File: config.mk
export PLATFORM = sky130hd
export DESIGN_NAME = sync_slave_rx
export DESIGN_NICKNAME = d
export VERILOG_FILES = /design/src/rtl/sync_slave_rx.sv
export SDC_FILE = /design/constraint.sdc
export NUM_CORES = 1
export LEC_CHECK = 0
export ABC_AREA = 1
export CORE_MARGIN = 2
export CORE_UTILIZATION = 40
export DETAILED_ROUTE_END_ITERATION = 10
export GPL_ROUTABILITY_DRIVEN = 0
export MAX_ROUTING_LAYER = met4
export PLACE_DENSITY = 0.65
export SLEW_MARGIN = 20
export SYNTH_ARGS = -nofsm -noshare
export SYNTH_HDL_FRONTEND = slang
export SYNTH_SLANG_ARGS = --single-unit
File: constraint.sdc
create_clock -name clk -period 1.2 [get_ports clk]
set_input_delay 0.12 -clock clk [delete_from_list [all_inputs] [get_ports clk]]
set_output_delay 0.12 -clock clk [all_outputs]
set_load 0.005 [all_outputs]
File: src/rtl/sync_slave_rx.sv
module sync_slave_rx #(
  parameter int DW = 8
) (
  input  logic          clk,
  input  logic          rst_n,
  input  logic          port_en,
  input  logic          sync_mode,
  input  logic          clk_src_master,
  input  logic          cont_en,
  input  logic          single_en,
  input  logic          wide_word,
  input  logic          rx_ie,
  input  logic          sclk_pol,
  input  logic          ser_clk,
  input  logic          ser_data,
  input  logic          rd_data,
  output logic [DW-1:0] data_out,
  output logic          ninth_bit,
  output logic          rx_flag,
  output logic          irq,
  output logic          ovr_err,
  output logic          frm_err
);
  localparam int FW = DW + 1;
  localparam int CW = $clog2(FW + 1);

  logic [2:0]    sc_q;
  logic [1:0]    sd_q;
  logic [CW-1:0] cnt_q;
  logic [FW-1:0] sh_q;
  logic [FW-1:0] asm_w;

  always_ff @(posedge clk or negedge rst_n)
    if (!rst_n) begin
      sc_q <= '0;
      sd_q <= '0;
    end else begin
      sc_q <= {sc_q[1:0], ser_clk};
      sd_q <= {sd_q[0], ser_data};
    end

  wire rise      = sc_q[1] & ~sc_q[2];
  wire fall      = ~sc_q[1] & sc_q[2];
  wire samp      = sclk_pol ? fall : rise;
  wire slave_sel = port_en & sync_mode & ~clk_src_master;
  wire run       = slave_sel & cont_en & ~ovr_err;
  wire take      = run & samp;
  wire [CW-1:0] last = wide_word ? CW'(DW) : CW'(DW - 1);
  wire done      = take & (cnt_q == last);
  wire load      = done & (~rx_flag | rd_data);

  always_comb begin
    asm_w = sh_q;
    asm_w[cnt_q] = sd_q[1];
  end

  always_ff @(posedge clk or negedge rst_n)
    if (!rst_n) begin
      cnt_q <= '0;
      sh_q  <= '0;
    end else if (!slave_sel || !cont_en) begin
      cnt_q <= '0;
    end else if (take) begin
      sh_q  <= done ? '0 : asm_w;
      cnt_q <= done ? '0 : cnt_q + 1'b1;
    end

  always_ff @(posedge clk or negedge rst_n)
    if (!rst_n) begin
      data_out  <= '0;
      ninth_bit <= 1'b0;
      rx_flag   <= 1'b0;
    end else if (load) begin
      data_out  <= asm_w[DW-1:0];
      ninth_bit <= wide_word & asm_w[DW];
      rx_flag   <= 1'b1;
    end else if (rd_data) begin
      rx_flag   <= 1'b0;
    end

  always_ff @(posedge clk or negedge rst_n)
    if (!rst_n)                ovr_err <= 1'b0;
    else if (!cont_en)         ovr_err <= 1'b0;
    else if (done && !load)    ovr_err <= 1'b1;

  assign irq     = rx_flag & rx_ie;
  assign frm_err = 1'b0;


  single_ign_chk: assert property (@(posedge clk) disable iff (!rst_n)
    (single_en && !cont_en) |=> !$rose(rx_flag));

  irq_gate_chk: assert property (@(posedge clk) disable iff (!rst_n)
    !rx_ie |-> !irq);

  flag_clear_chk: assert property (@(posedge clk) disable iff (!rst_n)
    (rx_flag && rd_data && !done) |=> !rx_flag);

  data_hold_chk: assert property (@(posedge clk) disable iff (!rst_n)
    (rx_flag && !rd_data) |=> $stable(data_out));

  ovr_sticky_chk: assert property (@(posedge clk) disable iff (!rst_n)
    (ovr_err && cont_en) |=> ovr_err);

  ovr_clear_chk: assert property (@(posedge clk) disable iff (!rst_n)
    !cont_en |=> !ovr_err);

  mode_gate_chk: assert property (@(posedge clk) disable iff (!rst_n)
    !slave_sel |=> !$rose(rx_flag));
endmodule

# After elaboration in Yosys (flattened, before gate mapping)

Index checks and enable logic that the tools add are counted.

Bitwise gates (word level): 18
Reduce and logical (&&, ||, !) cells: 9
Eq/ne operators: 2
Order comparisons: 2
Add/sub/neg operators: 1
Muxes and demuxes: 13

Operator list:

| operator                                                          | number |
|---|---|
| 2-to-1 mux 4 bit                                                  | 4 |
| AND 1 bit                                                         | 11 |
| bitwise mux 9 bit                                                 | 1 |
| 2-to-1 mux 9 bit                                                  | 1 |
| 2-to-1 mux 1 bit                                                  | 6 |
| inverter 1 bit                                                    | 6 |
| less-than comparator 4 x 5 -> 1 bit, second input constant        | 1 |
| adder 4 x 1 -> 4 bit, second input constant                       | 1 |
| demux 1 bit (select 4 bit)                                        | 1 |
| equality test 4 bit                                               | 1 |
| greater-or-equal comparator 4 x 1 -> 1 bit, second input constant | 1 |
| nonzero test 2 bit                                                | 2 |
| logical NOT 1 bit                                                 | 3 |
| logical AND 1 bit                                                 | 2 |
| != test 2 x 1 -> 1 bit, second input constant                     | 1 |
| AND reduction 2 bit                                               | 1 |
| logical OR 1 bit                                                  | 1 |
| bitwise OR 1 bit                                                  | 1 |

Word-level logic and storage cells: 53
Register bits: 29
Output and inout port bits: 13

# Longest topological paths before layout

Gate-level depths: netlist (run 1).

Word-level depth: 11
Mapped depth: 9
Mapped depth without buffers: 9

# Worst setup path after synthesis (run 1)

Ideal clock, no wire load.

Path type: register to register
From: reg cnt_q[0]
To: reg ninth_bit
Setup slack: -0.111 ns
Stages on the path, launching flop included: 8
Arrival time: 1.193 ns
Period minus slack after synthesis: 1.311 ns
Path through: dfrtp_1 inv_1 ha_1 nand3_1 o21ai_0 nor2_1 nand3_1 nand2_1

Word-level cells in the longest chain between the ends: 6
Elaborated cells between the ends (all ways): 10
Those cells by class: 2 x order compare; 1 x eq/ne; 3 x mux; 3 x bitwise; 1 x reduce/logical

Ends and longest elaborated chain:

| what                                                                                                                           | line | text |
|---|---|---|
| from (decl)                                                                                                                    | 29   | `logic [CW-1:0] cnt_q;` |
| from (signal assigned)                                                                                                         | 65   | `cnt_q <= done ? '0 : cnt_q + 1'b1;` |
| less-than comparator 4 x 5 -> 1 bit (not written as such) / greater-or-equal comparator 4 x 1 -> 1 bit (equally long branches) | 54   | `asm_w[cnt_q] = sd_q[1];` |
| logical AND 1 bit (not written as such)                                                                                        | 54   |  |
| 2-to-1 mux 1 bit (not written as such)                                                                                         | 54   |  |
| demux 1 bit (select 4 bit)                                                                                                     | 54   |  |
| bitwise mux 9 bit                                                                                                              | 54   |  |
| AND 1 bit                                                                                                                      | 75   | `ninth_bit <= wide_word & asm_w[DW];` |
| to (signal assigned)                                                                                                           | 75   |  |
| to (decl)                                                                                                                      | 18   | `output logic ninth_bit,` |

Several ways; a longest one is shown, not always the timed one.
A chain may end at the register's enable or synchronous reset.

# Worst setup path in the final report (run 1)

Ends and elaborated chain as after synthesis.

==> impl_metrics.yaml, run 1 <==
outcome:
  status: "finished with violations"
  violations: "negative setup slack"
worst_setup_path:
  crit_type: "reg2reg"
  path_max_fanout: 6
  worst_ep_required_time_ns: 1.38
  startpoint_type: "flip-flop"
  cp.arrival_ns: 1.45
  endpoint_kind: "flip-flop"
global_routing:
  grt_util_all_layers: 0.192
  antenna_found_initial: 0
  grt_pass1_wl_um: 5960
  first_global_vias: 1344
  grt_overflow: 0
  grt_max_degree: 30
power_and_ir_drop:
  finalPower_mw: 2.25
  power_density_nw_per_um2: 976
  vdd_drop_max_mv: 0.655
  p_leak_nw: 1.22
logic_synthesis:
  yosys-top-cells-area: "dfrtp_1 (48%), nand2_1 (21%), nand3_1 (6.9%), inv_1 (4.2%), ha_1 (3.3%)"
  netlist_area_um2: 1520
  synth-seq-area-share: 0.477
  ys_ff_latch: 29
  yosysWarnings: 0
  synthCells: 198
  yosysUniqueCellTypes: 22
  synth_fp_nets: 215
  synth_top_area_share: 0.477
  syn_avg_cell_area_um2: 7.68
  yosysTopAreaCell: "dfrtp_1"
finish:
  fin_area_um2: 2300
  final_util: 0.630
  layout-drive-gt1-share: 0.335
  area_growth_pct: 51.6
  diodes: 0
  fin_nets: 273
route:
  detail-route-antenna-nets: 0
  wl_per_cell_um: 11.1
  dr.first_iter.drc_count: 58
  viasPerCell: 4.63
  drc_errors: 0
  wl_um: 3380
  firstDrtPassIters: 4
  vias: 1413
sta:
  finalSetupViolCount: 22
  hold_slack_ns: 0.185
  fin_crit_sh: 1.06
  grt_setup_unrepaired: "true"
  max_freq_mhz: 785
  slew_viol_final: 0
  period_needed_ns: 1.27
  clock_skew_ns: 0.00512
  fin_ws_ns: -0.0732
  final_hold_viol_count: 0
floorplanning:
  rows: 22
  coreArea_um2: 3660
  design.die.area_um2: 4310
  ios: 26
  start_util: 0.415
  die_h_um: 65.7
  chipWidth_um: 65.7
job:
  drv_cap: 0
clocking:
  cts_buffer_depth: 2
  insertion_delay_ns: 0.28
  numCtsBuffers: 5
  cts-hold-fix-buffers: 0
  cts_sinks: 29
  clk_pin_slew_ns: 0.06
  clock-root-buffer: "clkbuf_8"
  h-tree-depth: 2
  cts_tree: "yes"
hold_path:
  hp-class: "in2async"
placed_design:
  place_ws_ns: -0.360
  dp_hpwl_um: 2360
  port_buffers: 23
  postPlaceCellArea_um2: 1990
-- cells by family (layout without fill, tap and decap cells) --
group	count (synthesis)	in the layout	synth area share
AO/OA/AOI/OAI	6	6	0.0206
AND/OR/NAND/NOR	134	135	0.400
buffers and inverters	23	81	0.0609
other	1	1	0.00247
adder cells (fa/ha/maj)	4	4	0.0329
flip-flops	29	29	0.477
XOR/XNOR	1	1	0.00576
-- routing by layer --
metal | share of wire | wire (um) | vias to the layer above | global-route usage
met5 | 0 | 0 | - | -
li1 | - | - | 736 | -
met2 | 0.49 | 1640 | 24 | 0.309
met4 | 0.016 | 53 | 0 | 0.0625
met3 | 0.045 | 152 | 6 | 0.0565
met1 | 0.45 | 1530 | 647 | 0.232
-- placed cells by master (no fill, tap or decap), drive strengths merged --
| cell | instances |
|---|---|
| a21oi | 1 |
| xor2 | 1 |
| o21ai | 4 |
| bufinv | 1 |
| dlygate4sd2 | 12 |
| nand3 | 24 |
| ha | 4 |
| nand2 | 88 |
| o22ai | 1 |
| buf | 29 |
| nand4 | 5 |
| nor3 | 1 |
| inv | 21 |
| dfrtp | 29 |
| conb | 1 |
| nor2 | 17 |
| clkbuf | 7 |
| clkdlybuf4s50 | 11 |
-- cell type report --
class                           instances  area (um2)
Multi-Input combinational cell        147         830
Timing Repair Buffer                   52         478
Clock inverter                          1        30.0
Fill cell                             321        1360
Clock buffer                            7        86.3
Inverter                               20        82.6
Tap cell                               48        60.1
Sequential cell                        29         729
Timing Repair inverter                  1        8.76
-- per-stage QoR --
stage                     TNS (ns)  std cells
after global placement       -7.11        286
final                        -1.06        305
after detailed placement     -7.68        286
after CTS                    -1.53        304
after global routing         -3.61        305
after floorplan            -0.0434        198
-- path summary, 6_finish.rpt --
kind / cells after the start / to / slack [ns] / startpoint
max: 7 / ninth_bit$_DFFE_PN0P_ / -0.07 / cnt_q[0]$_DFFE_PN0P_
min: 2 / cnt_q[0]$_DFFE_PN0P_ / 0.19 / rst_n
max reg2reg: 7 / ninth_bit$_DFFE_PN0P_ / -0.07 / cnt_q[0]$_DFFE_PN0P_
min reg2reg: 0 / sd_q[1]$_DFF_PN0_ / 0.35 / sd_q[0]$_DFF_PN0_
max in group asynchronous: 2 / cnt_q[2]$_DFFE_PN0P_ / 0.83 / rst_n
min in group clk: 1 / sc_q[0]$_DFF_PN0_ / 0.27 / ser_clk
-- what timing repair did --
item,4_1_cts,5_1_grt
cloned,2,0
endpoints found under the hold margin,0,0
endpoints found under the setup margin,36,24
resized for setup,22,35
pin swaps,4,9
buffers inserted,8,1
-- worst max-delay path, stage by stage (launching register included) --
cell and delay, ns:
dfrtp_2 0.45, inv_2 0.11, ha_4 0.14, nand3_1 0.10
o21ai_1 0.18, nor2_1 0.06, nand3_1 0.08, nand2_1 0.05
-- synth_stat cells --
cell type and count:
a21oi_1 1, buf_4 1, clkbuf_1 2, conb_1 1, dfrtp_1 29, ha_1 4, inv_1 17, inv_2 2
inv_4 1, nand2_1 86, nand2_4 2, nand3_1 21, nand3_2 1, nand3_4 1, nand4_1 5, nor2_1 13
nor2_4 4, nor3_1 1, o21ai_0 2, o21ai_1 2, o22ai_1 1, xor2_1 1
-- flip-flops by register name, indices dropped and copies added (netlist names) --
name and count:
sd_q 2, ovr_err 1, rx_flag 1, cnt_q 4
sh_q 9, sc_q 3, data_out 8, ninth_bit 1
-- report_power, final --
part / internal, mW / total, mW / leakage, nW / switching, mW
combinational: 0.0880 / 0.176 / 0.778 / 0.0885
sequential: 1.01 / 1.02 / 0.385 / 0.0169
clock: 0.676 / 1.05 / 0.0585 / 0.372
total: 1.77 / 2.25 / 1.22 / 0.478
(Power assumes the default switching activity.)
==> run 2: changes to the inputs <==
CORE_MARGIN = 1   (was 2)
==> impl_metrics.yaml, run 2 (synthesized netlist as in run 1, its figures left out) <==
outcome:
  status: "finished with violations"
  violations: "negative setup slack"
floorplanning:
  coreArea_um2: 3660
  ios: 26
  start_util: 0.415
  rows: 22
  chipWidth_um: 63.7
  die_h_um: 63.7
  design.die.area_um2: 4050
sta:
  fin_crit_sh: 1.10
  fin_ws_ns: -0.114
  final_hold_viol_count: 0
  slew_viol_final: 0
  finalSetupViolCount: 23
  max_freq_mhz: 761
  period_needed_ns: 1.31
  grt_setup_unrepaired: "true"
  final.setup.tns_ns: -1.95
  clock_skew_ns: 0.00832
clocking:
  h-tree-depth: 2
  insertion_delay_ns: 0.28
  cts_tree: "yes"
  cts_sinks: 29
  numCtsBuffers: 5
  cts-hold-fix-buffers: 0
  cts_buffer_depth: 2
  clock-root-buffer: "clkbuf_8"
  clk_pin_slew_ns: 0.06
route:
  detail-route-antenna-nets: 0
  viasPerCell: 4.58
  wl_per_cell_um: 10.9
  vias: 1387
  drc_errors: 0
  firstDrtPassIters: 4
  dr.first_iter.drc_count: 39
  wl_um: 3310
power_and_ir_drop:
  vdd_drop_max_mv: 0.751
  finalPower_mw: 2.26
  power_density_nw_per_um2: 1010
  p_leak_nw: 1.23
worst_setup_path:
  path_cells: "inv_2, nand2_1, nand2_1, nand2_2, nor2_4, nand2_4, inv_8, nand2_2, nand2_1"
  path_delay_family: "simple AND/OR/NAND/NOR gates"
  worst_ep_required_time_ns: 1.42
  reg2regPathDepth: 9
  path_buf_inv: 2
  slowest_stage: "dfrtp_1"
  critPathLaunch: "sc_q[1]$_DFF_PN0_"
  slowest_delay_ns: 0.41
  path_max_fanout: 6
  cp_common_cell: "nand2_1"
  cp.arrival_ns: 1.53
  rr_endpoint: "cnt_q[1]$_DFFE_PN0P_"
  startpoint_type: "flip-flop"
  endpoint_kind: "flip-flop"
  crit-reg2reg-launch: "sc_q[1]$_DFF_PN0_"
  reg2reg_slack_ns: -0.11
  crit_type: "reg2reg"
global_routing:
  grt_pass1_wl_um: 5810
  grt_util_all_layers: 0.195
  first_global_vias: 1335
  grt_overflow: 0
  grt_max_degree: 30
  antenna_found_initial: 0
placed_design:
  dp_hpwl_um: 2430
  port_buffers: 23
  postPlaceCellArea_um2: 2020
finish:
  fill_cells: 327
  layout-drive-gt1-share: 0.278
  area_growth_pct: 46.7
  final_common_cell: "nand2_1"
  fin_nets: 271
  max_flop_register: "sh_q"
  final_cell_mix: "nand2_1 (74), dfrtp_1 (27), buf_4 (25), nand3_1 (21), inv_1 (14)"
  fin_area_um2: 2230
  top_regs: "sh_q x9, data_out x8, cnt_q x4"
  largest_reg_flops: 9
  diodes: 0
job:
  drv_cap: 0
hold_path:
  hp-class: "in2async"
## run 2: power breakdown
part | switching, mW | internal (mW) | total, mW
sequential | 0.0175 | 1.01 | 1.03
combinational | 0.0966 | 0.0972 | 0.194
clock | 0.366 | 0.676 | 1.04
total | 0.480 | 1.78 | 2.26
## run 2: how the worst max path moves through the flow
| stage | end | slack, ns | cells past startpoint |
|---|---|---|---|
| 2_1_floorplan | data_out[4]$_DFFE_PN0P_ | -0.007 | 8 |
| 3_3_place_gp | data_out[5]$_DFFE_PN0P_ | -0.32 | 8 |
| 3_5_place_dp | data_out[5]$_DFFE_PN0P_ | -0.38 | 8 |
| 4_1_cts | cnt_q[3]$_DFFE_PN0P_ | -0.12 | 9 |
| 5_1_grt | ninth_bit$_DFFE_PN0P_ | -0.23 | 8 |
| 6_report | cnt_q[1]$_DFFE_PN0P_ | -0.11 | 9 |
## run 2: final cells by class
cell class / count / area, um2 / share of cell area
Timing Repair Buffer: 51 / 454 / 0.204
Clock inverter: 1 / 30.0 / 0.0135
Inverter: 20 / 82.6 / 0.0370
Clock buffer: 7 / 86.3 / 0.0387
Timing Repair inverter: 1 / 8.76 / 0.00393
Tap cell: 48 / 60.1 / 0.0269
Sequential cell: 29 / 728 / 0.326
Multi-Input combinational cell: 146 / 781 / 0.350
## run 2: routing by layer
metal  GRT usage  part of all wire
met1       0.225              0.47
met2       0.318              0.47
met3      0.0562             0.044
met4      0.0767             0.017
met5           -                 0
## run 2: repair_timing
item	4_1_cts	5_1_grt
setup buffers	4	0
cloned	1	0
pin swaps	3	5
endpoints found under the setup margin	36	24
gates resized for setup	26	15
## run 2: through the flow
stage | utilization | setup WS, ns | hold slack (ns) | cells
2_1_floorplan | - | -0.00707 | -0.176 | 198
3_3_place_gp | 0.551 | -0.316 | 0.333 | 290
3_5_place_dp | 0.551 | -0.376 | 0.337 | 290
6_report | 0.609 | -0.114 | 0.191 | 303
5_1_grt | 0.609 | -0.228 | 0.206 | 303
4_1_cts | 0.598 | -0.119 | 0.194 | 303
==> run 3: changes to the inputs <==
--- a/config.mk
+++ b/config.mk
@@ -9,4 +9,5 @@
 export CORE_MARGIN = 1
 export CORE_UTILIZATION = 40
+export CTS_CLUSTER_SIZE = 30
 export DETAILED_ROUTE_END_ITERATION = 10
 export GPL_ROUTABILITY_DRIVEN = 0
==> constraint.sdc (replaced) <==
create_clock -name clk -period 1.2 [get_ports clk]
set_input_delay 0.12 -clock clk [delete_from_list [all_inputs] [get_ports clk]]
set_output_delay 0.12 -clock clk [all_outputs]
set_load 0.01 [all_outputs]
==> impl_metrics.yaml, run 3 (synthesized netlist as in run 1, its figures left out) <==
finish:
  final_common_cell: "nand2_1"
  final_cell_mix: "nand2_1 (67), dfrtp_1 (26), buf_4 (21), nand2_2 (19), nand3_1 (15)"
  max_flop_register: "sh_q"
  top_regs: "sh_q x9, data_out x8, cnt_q x4"
  largest_reg_flops: 9
  fin_nets: 273
  diodes: 0
  area_growth_pct: 54.3
  fill_cells: 316
  final_util: 0.641
  layout-drive-gt1-share: 0.362
clocking:
  numCtsBuffers: 5
  cts_tree: "yes"
  h-tree-depth: 2
  cts_sinks: 29
  insertion_delay_ns: 0.28
  clock-root-buffer: "clkbuf_8"
  cts_buffer_depth: 2
  clk_pin_slew_ns: 0.06
power_and_ir_drop:
  vdd_drop_max_mv: 0.541
  power_density_nw_per_um2: 854
  p_leak_nw: 1.21
  finalPower_mw: 2.00
placed_design:
  dp_hpwl_um: 2370
  port_buffers: 23
  place_ws_ns: -0.320
route:
  detail-route-antenna-nets: 0
  firstDrtPassIters: 5
  vias: 1423
  viasPerCell: 4.67
  dr.first_iter.drc_count: 67
  wl_per_cell_um: 11.2
  drc_errors: 0
  wl_um: 3430
sta:
  final_hold_viol_count: 0
  max_freq_mhz: 788
  period_needed_ns: 1.27
  fin_crit_sh: 1.06
  slew_viol_final: 0
  fin_ws_ns: -0.0694
  finalSetupViolCount: 22
  grt_setup_unrepaired: "true"
  clock_skew_ns: 0.00384
floorplanning:
  ios: 26
  die_h_um: 63.7
  design.die.area_um2: 4050
  coreArea_um2: 3660
  rows: 22
  chipWidth_um: 63.7
  start_util: 0.415
global_routing:
  antenna_found_initial: 0
  grt_max_degree: 30
  grt_overflow: 0
  grt_pass1_wl_um: 6200
  grt_util_all_layers: 0.206
  first_global_vias: 1384
worst_setup_path:
  rr_endpoint: "cnt_q[3]$_DFFE_PN0P_"
  startpoint_type: "flip-flop"
  slowest_delay_ns: 0.43
  crit_type: "reg2reg"
  reg2regPathDepth: 5
  crit-reg2reg-launch: "cnt_q[2]$_DFFE_PN0P_"
  reg2reg_slack_ns: -0.07
  endpoint_kind: "flip-flop"
  path_cells: "inv_2, buf_4, nor2_1, xor2_1, o21ai_2"
  worst_ep_required_time_ns: 1.36
  path_max_fanout: 5
  slowest_stage: "dfrtp_1"
  cp.arrival_ns: 1.43
hold_path:
  hp-class: "in2async"
outcome:
  violations: "negative setup slack"
  status: "finished with violations"
job:
  drv_cap: 0
-- run 3: metrics by stage --
| stage | TNS [ns] | hold WS (ns) | cells | instance area (um2) |
|---|---|---|---|---|
| after floorplan | -0.228 | -0.176 | 198 | 1540 |
| after global placement | -6.03 | 0.334 | 287 | 1990 |
| after detailed placement | -6.97 | 0.340 | 287 | 1990 |
| after CTS | -0.825 | 0.199 | 302 | 2270 |
| after global routing | -2.77 | 0.214 | 305 | 2350 |
| final | -0.951 | 0.194 | 305 | 2350 |
-- run 3: layout make-up --
type | instances | area (um2) | share of cell area
timing repair buffer | 52 | 480 | 0.205
timing repair inverter | 1 | 8.76 | 0.00373
tap | 48 | 60.1 | 0.0256
clock inverter | 3 | 17.5 | 0.00747
multi-input combinational | 147 | 896 | 0.382
sequential | 29 | 729 | 0.311
clock buffer | 5 | 68.8 | 0.0293
inverter | 20 | 85.1 | 0.0363
-- run 3: worst max-delay path, delay by kind of cell, from the launching register on --
| family | cells | cell delay (ns) |
|---|---|---|
| and+or+nand+nor | 1 | 0.15 |
| DFF | 1 | 0.43 |
| AOI/OAI and AO/OA | 1 | 0.10 |
| xor gates and xnor gates | 1 | 0.24 |
| buffers and inverters | 2 | 0.23 |
-- run 3: repair_timing --
action / CTS / global route
pin swaps: 18 / 14
hold endpoints to repair: 0 / 0
gates cloned: 2 / 0
endpoints found under the setup margin: 36 / 24
hold buffers: 0 / 0
buffers inserted: 5 / 3
gates resized for setup: 54 / 19
-- run 3: report_power, final --
group / internal [mW] / switching [mW] / leakage (nW)
Combinational: 0.102 / 0.102 / 0.781
Sequential: 1.01 / 0.0185 / 0.385
Clock: 0.399 / 0.374 / 0.0439
-- run 3: how the worst max path moves through the flow --
stage	depth (start not counted)	from	endpoint	slack (ns)
3_3_place_gp	8	cont_en	data_out[5]$_DFFE_PN0P_	-0.27
2_1_floorplan	8	sc_q[1]$_DFF_PN0_	data_out[4]$_DFFE_PN0P_	-0.03
3_5_place_dp	8	cont_en	data_out[6]$_DFFE_PN0P_	-0.32
6_report	5	cnt_q[2]$_DFFE_PN0P_	cnt_q[3]$_DFFE_PN0P_	-0.07
5_1_grt	9	sc_q[2]$_DFF_PN0_	cnt_q[0]$_DFFE_PN0P_	-0.16
4_1_cts	8	cnt_q[0]$_DFFE_PN0P_	ninth_bit$_DFFE_PN0P_	-0.08
-- run 3: routing by layer --
| metal | up-vias | share of wire | track usage |
|---|---|---|---|
| met1 | 650 | 0.47 | 0.251 |
| met3 | 4 | 0.039 | 0.0399 |
| met5 | - | 0 | - |
| li1 | 738 | - | - |
| met2 | 31 | 0.48 | 0.335 |
| met4 | 0 | 0.0085 | 0.0767 |
